<file path="src/rtl/pwm_level_pkg.sv">
package pwm_level_pkg;
  localparam int unsigned REG_W    = 8;
  localparam int unsigned B_POS    = 0;
  localparam int unsigned B_NEG    = 1;
  localparam int unsigned B_SRC    = 2;
  localparam int unsigned B_LOCK   = 3;
  localparam int unsigned B_TOGEN  = 6;
  localparam logic [REG_W-1:0] RSV_MASK = 8'hB0;

  typedef struct packed {
    logic pos;
    logic neg;
    logic src;
  } lvl_fields_t;
endpackage

</file>
<file path="src/rtl/lvl_reg_bank.sv">
module lvl_reg_bank
  import pwm_level_pkg::*;
(
  input  logic             clk,
  input  logic             rst,
  input  logic             wr_en,
  input  logic [REG_W-1:0] wr_data,
  input  logic             rd_sel,
  output logic [REG_W-1:0] rd_data,
  output lvl_fields_t      fields,
  output logic             lock,
  output logic             tog_en
);
  lvl_fields_t fld_q;
  logic        lock_q;
  logic        togen_q;
  logic [REG_W-1:0] image;

  always_ff @(posedge clk) begin
    if (rst) begin
      fld_q   <= '0;
      lock_q  <= 1'b0;
      togen_q <= 1'b0;
    end else if (wr_en) begin
      if (!lock_q) begin
        fld_q.pos <= wr_data[B_POS];
        fld_q.neg <= wr_data[B_NEG];
        fld_q.src <= wr_data[B_SRC];
      end
      if (wr_data[B_LOCK]) lock_q <= 1'b1;
      togen_q <= wr_data[B_TOGEN];
    end
  end

  always_comb begin
    image          = '0;
    image[B_POS]   = fld_q.pos;
    image[B_NEG]   = fld_q.neg;
    image[B_SRC]   = fld_q.src;
    image[B_LOCK]  = lock_q;
    image[B_TOGEN] = togen_q;
    rd_data        = rd_sel ? image : '0;
  end

  assign fields = fld_q;
  assign lock   = lock_q;
  assign tog_en = togen_q;

  assert_lock_sticky_R5: assert property (@(posedge clk) disable iff (rst)
    lock_q |=> lock_q);
  assert_locked_fields_R4: assert property (@(posedge clk) disable iff (rst)
    lock_q |=> $stable(fld_q));
  assert_reserved_zero_R3: assert property (@(posedge clk) disable iff (rst)
    (rd_data & RSV_MASK) == '0);
endmodule

</file>
<file path="src/rtl/lvl_output_sel.sv">
module lvl_output_sel
  import pwm_level_pkg::*;
(
  input  logic        clk,
  input  logic        rst,
  input  lvl_fields_t fields,
  input  logic        alt_pos,
  input  logic        alt_neg,
  input  logic        dt_en,
  input  logic        running,
  output logic        pos_q,
  output logic        neg_q
);
  logic sel_pos, sel_neg, neg_eff;

  always_comb begin
    sel_pos = fields.src ? alt_pos : fields.pos;
    sel_neg = fields.src ? alt_neg : fields.neg;
    neg_eff = dt_en ? sel_neg : ~sel_pos;
  end

  always_ff @(posedge clk) begin
    if (rst) begin
      pos_q <= 1'b0;
      neg_q <= 1'b0;
    end else if (!running) begin
      pos_q <= sel_pos;
      neg_q <= neg_eff;
    end
  end

  assert_hold_running_R9: assert property (@(posedge clk) disable iff (rst)
    running |=> ($stable(pos_q) && $stable(neg_q)));
  assert_inverse_nodt_R8: assert property (@(posedge clk) disable iff (rst)
    (!running && !dt_en) |=> (neg_q != pos_q));
endmodule

</file>
<file path="src/rtl/sync_toggle.sv">
module sync_toggle (
  input  logic clk,
  input  logic rst,
  input  logic enable,
  input  logic period_pulse,
  output logic tog_q
);
  always_ff @(posedge clk) begin
    if (rst)                        tog_q <= 1'b0;
    else if (enable && period_pulse) tog_q <= ~tog_q;
  end

  assert_toggle_flip_R10: assert property (@(posedge clk) disable iff (rst)
    (enable && period_pulse) |=> (tog_q != $past(tog_q)));
  assert_toggle_hold_R10: assert property (@(posedge clk) disable iff (rst)
    !(enable && period_pulse) |=> $stable(tog_q));
endmodule

</file>
<file path="src/rtl/pwm_level_ctrl.sv">
module pwm_level_ctrl
  import pwm_level_pkg::*;
(
  input  logic             clk,
  input  logic             rst,
  input  logic             wr_en,
  input  logic [REG_W-1:0] wr_data,
  input  logic             rd_sel,
  output logic [REG_W-1:0] rd_data,
  input  logic             counter_running,
  input  logic             deadtime_enable,
  input  logic             pwm_period_pulse,
  input  logic             alt_pos_lvl,
  input  logic             alt_neg_lvl,
  output logic             pos_level,
  output logic             neg_level,
  output logic             toggle_out
);
  lvl_fields_t fields;
  logic        lock;
  logic        tog_en;

  lvl_reg_bank u_regs (
    .clk(clk), .rst(rst), .wr_en(wr_en), .wr_data(wr_data),
    .rd_sel(rd_sel), .rd_data(rd_data), .fields(fields),
    .lock(lock), .tog_en(tog_en)
  );

  lvl_output_sel u_out (
    .clk(clk), .rst(rst), .fields(fields), .alt_pos(alt_pos_lvl),
    .alt_neg(alt_neg_lvl), .dt_en(deadtime_enable),
    .running(counter_running), .pos_q(pos_level), .neg_q(neg_level)
  );

  sync_toggle u_tog (
    .clk(clk), .rst(rst), .enable(tog_en),
    .period_pulse(pwm_period_pulse), .tog_q(toggle_out)
  );

  assert_reset_state_R1: assert property (@(posedge clk)
    rst |=> (rd_data == '0 && !pos_level && !neg_level && !toggle_out));
endmodule

</file>
<file path="config.mk">
export PLATFORM = sky130hd
export DESIGN_NAME = pwm_level_ctrl
export DESIGN_NICKNAME = d
export VERILOG_FILES = /design/src/rtl/pwm_level_pkg.sv /design/src/rtl/lvl_reg_bank.sv /design/src/rtl/lvl_output_sel.sv /design/src/rtl/sync_toggle.sv /design/src/rtl/pwm_level_ctrl.sv
export SDC_FILE = /design/constraint.sdc
export NUM_CORES = 1
export LEC_CHECK = 0
export BUFFER_PORTS_ARGS = -buffer_cell sky130_fd_sc_hd__buf_2
export CAP_MARGIN = 15
export CORE_AREA = 8 8 45 47
export DETAILED_ROUTE_END_ITERATION = 8
export DIE_AREA = 0 0 53 55
export HOLD_SLACK_MARGIN = 0.06
export SLEW_MARGIN = 20
export SYNTH_ARGS = -nofsm -noshare
export SYNTH_HDL_FRONTEND = slang
export SYNTH_SLANG_ARGS = --single-unit
</file>
<file path="constraint.sdc">
create_clock -name clk -period 1.05 [get_ports clk]
set_input_delay 0 -clock clk [delete_from_list [all_inputs] [get_ports clk]]
set_output_delay 0 -clock clk [all_outputs]
set_load 0.05 [all_outputs]
</file>
Word level (Yosys, flattened, before mapping)
Index checks and enable logic that the tools add are counted.

Register bits after elaboration: 8. Bits in latches: 0. Memory bits (writable): 0. ROM bits: 0. Input port bits: 17. Output and inout bits: 11. Logic and storage cells: 18. Memories: 0.

Add/subtract/negate cells: 0. Multiply operators: 0. Div/mod/pow operators: 0. Magnitude comparators: 0. Equal/unequal tests: 0. Shift operators: 0. Multiplexer cells: 4. Bitwise gates (word level): 3. Reductions and logical operators: 3.

Operators by type and width (number): $mux 7 (1); $reduce_and 2->1 (2); $mux 1 (3); $not 1->1 (3); $logic_and 1x1->1 (1).

Longest topological paths before layout
Word-level depth: 3. Mapped depth: 3. Gate-level depth less buffers: 3.

Modules after synthesis
Synthesis repeated with hierarchy kept, for this count alone.

Cells, all modules: 46. Area, all modules: 420.4 um^2.

By module, submodules not included: lvl_reg_bank (times used 1, cells an instance 28, area an instance 261.5 um^2, sequential area each 100.1 um^2); lvl_output_sel (times used 1, cells an instance 14, area an instance 112.6 um^2, sequential area each 40.0 um^2); sync_toggle (times used 1, cells an instance 4, area an instance 46.3 um^2, sequential area each 20.0 um^2).

Least setup slack after synthesis
OpenSTA, ideal clock, no wires.

Path type: register -> register. Start: reg, netlist name u_out.neg_q. End: reg u_out.neg_q. Library setup time: 122 ps. Arrival time: 858 ps. Required time: 928 ps. Setup slack: 71 ps. Cell stages (with the launch flop): 4. Buffers on the path: 0. Clock period less this slack: 979 ps. Path through: dfxtp_1 nand2_1 nor2_1 a221o_1.

RTL lines: to (signal assigned) (RTL line lvl_output_sel.sv:28) `neg_q <= neg_eff;`; to (decl) (RTL line lvl_output_sel.sv:12) `output logic neg_q`.

Final worst setup path
Start: reg u_regs.fld_q (netlist bit u_regs.fields[2]). End: out rd_data[0].

Word-level cells in the longest chain between the ends: 1.

RTL lines: from (decl) (RTL line lvl_reg_bank.sv:14) `lvl_fields_t fld_q;`; $mux 7 (RTL line lvl_reg_bank.sv:42) `rd_data = rd_sel ? image : '0;`; to (decl) (RTL line pwm_level_ctrl.sv:9) `output logic [REG_W-1:0] rd_data,`.

Every way passes these cells.

==> key figures <==
Logic synthesis
  • Synth warn: 0
  • Synthesized instance count: 44
  • Unique cell type count in the Yosys netlist: 17
  • Syn_area_per_cell: 9.043 um^2
  • Mapped cell area: 397.9 um^2
  • Yosys reg bits: 8
  • Sequential area share after synthesis: 0.4025

Placed design
  • I/O Buffers: 21
  • Global placer's final weighted congestion: 0.7134
  • Placed insts: 79

Critical path
  • CP Class: reg -> out
  • Nature of the critical path startpoint: register
  • CP Max Fanout: 4
  • Worst Path Required: 1.05 ns
  • Critical path endpoint category: output pin
  • WP data arrival: 0.98 ns

CTS
  • Skew-Pair Late Insertion Delay: 0.26 ns
  • Clk buf depth: 2
  • Clock Sinks: 8
  • Clock slew at the register clock pins of the worst setup and hold paths: 0.05 ns
  • Post-CTS setup buffer count: 0
  • CTS H-tree depth: 1
  • Cts bufs inserted: 3
  • CTS tree: built
  • CTS root buffer: clkbuf_4

Final layout
  • Commonest non-fill, non-tap cells in the layout: 19 x buf_2, 8 x nor2_1, 8 x dlygate4sd3_1, 7 x dfxtp_1, 5 x mux2i_1
  • ANT cells: 0
  • Commonest non-fill, non-tap cell in the layout: buf_2
  • Ratio of cells with drive above 1 in the final layout: 0.3784
  • Nets: 93
  • Final Non-Filler Cells: 90
  • Layout overhead on the synthesized area: 52.20%

Route
  • Vias: 386
  • DRT iter0 DRCs: 1
  • WL/cell: 10.54 um
  • ANT nets after route: 0
  • Vias per cell: 4.289
  • Post-Route WL: 949 um
  • Residual DRC count: 0
  • Initial DRT Pass Iterations: 4

Die
  • Starting Density: 0.2875
  • Die area: 2915 um^2
  • DIE WIDTH: 53 um
  • IO Pins: 28
  • Core Rows: 14
  • Die height: 55 um
  • Core region area: 1384 um^2

GRT
  • Largest net degree at the start of global routing: 11
  • Gr usage total: 0.06791
  • Number of global-route vias before repair: 336
  • First-pass GRT wire length: 1428 um
  • Initial antenna violation count: 0
  • Grt ovf: 0

Timing
  • Clk_skew: 0.006162 ns
  • Final Max Tran Viols: 0
  • Final setup violation count: 0
  • Final Critical Period: 0.9835 ns
  • Total negative setup slack: 0 ns
  • RSZ-0062 raised after global routing: no
  • Final Hold Vio Count: 0
  • Final period util: 0.9367
  • Achievable frequency: 1.017 GHz

Job
  • Max cap viols: 0

Power
  • Max VDD drop: 0.5471 mV
  • Pleak: 0.3035 nW
  • Power Density: 1294 nW/um^2

Min path
  • Worst Hold Class: in -> reg

Outcome
  • Status: finished, final reports clean
-- final timing paths --
path / endpoint / startpoint / slack [ns] / depth (start not counted)
worst min-delay path: u_tog.tog_q / pwm_period_pulse / 0.07 / 4
worst min register to register: u_regs.lock / u_regs.lock / 0.48 / 2
worst max register to register: u_out.pos_q / u_regs.fields[0] / 0.09 / 3
worst max-delay path: rd_data[0] / u_regs.fields[2] / 0.07 / 2
-- metrics by stage --
stage          hold slack (ns)    util  area, um^2  setup slack, ns  power (mW)
6_report               0.06876  0.4376       605.6          0.06651      0.7833
3_5_place_dp            0.2443  0.3590       496.7          0.04202      0.5242
3_3_place_gp            0.2363  0.3590       496.7          0.05310      0.5230
4_1_cts                0.06333  0.4349       601.8          0.02021      0.7940
2_1_floorplan           0.1380       -       405.4          0.07050      0.4829
5_1_grt                 0.1092  0.4376       605.6          0.02252      0.8164
-- kinds of logic after synthesis --
group / synth area share
AO/OA/AOI/OAI: 0.06288
flip-flops: 0.4025
multiplexers: 0.1541
buffers and inverters: 0.08490
AND/OR/NAND/NOR: 0.2641
other: 0.009425
XOR/XNOR: 0.02202
-- critical path, cell delays in order (launching register included) --
cell and delay, ns:
dfxtp_1 0.37, and2_1 0.14, clkbuf_4 0.22
-- Yosys cell counts --
cell | instances | area, um^2
nand2_1 | 4 | 15.01
xor2_1 | 1 | 8.760
nor3_2 | 1 | 10.01
dfxtp_1 | 8 | 160.2
mux2_1 | 1 | 11.26
o21ai_0 | 2 | 10.01
and2_2 | 1 | 7.510
conb_1 | 1 | 3.750
buf_4 | 3 | 22.52
and2_1 | 4 | 25.02
buf_6 | 1 | 11.26
a21oi_1 | 1 | 5.000
and2b_4 | 1 | 10.01
mux2i_1 | 5 | 50.05
nor2_1 | 8 | 30.03
a221o_1 | 1 | 10.01
nor3b_1 | 1 | 7.510
-- power by group --
group          total [mW]  switching [mW]  leakage, nW  internal (mW)
Combinational       0.203           0.122        0.224         0.0812
Clock               0.243           0.112       0.0138          0.131
Sequential          0.337          0.0134       0.0662          0.324
-- final cells by class --
| class | count | area, um^2 |
|---|---|---|
| well taps | 16 | 20.02 |
| fillers | 150 | 778.2 |
| repair buffers | 29 | 190.2 |
| clock buffers | 3 | 22.52 |
| multi-input cells | 34 | 211.5 |
| flip-flops and latches | 8 | 161.4 |
-- per-layer routing --
layer,vias up,share of wire,global-route usage
li1,199,-,-
met1,168,0.42,0.07492
met2,16,0.46,0.09180
met3,3,0.090,0.01872
met4,0,0.031,0.09052
met5,-,0,0
-- sequential cells by signal, summed over array words and instances (netlist names) --
name and flops:
u_out.pos_q 1, u_regs.fields 3, u_tog.tog_q 1, u_regs.tog_en 1, u_out.neg_q 1, u_regs.lock 1
-- timing repair --
| action | in CTS | in global routing |
|---|---|---|
| hold buffers | 8 | 0 |
| setup endpoints to repair | 1 | 2 |
| resized for setup | 1 | 2 |
| hold endpoints to repair | 7 | 0 |
Power figures use the tool's default switching activity.
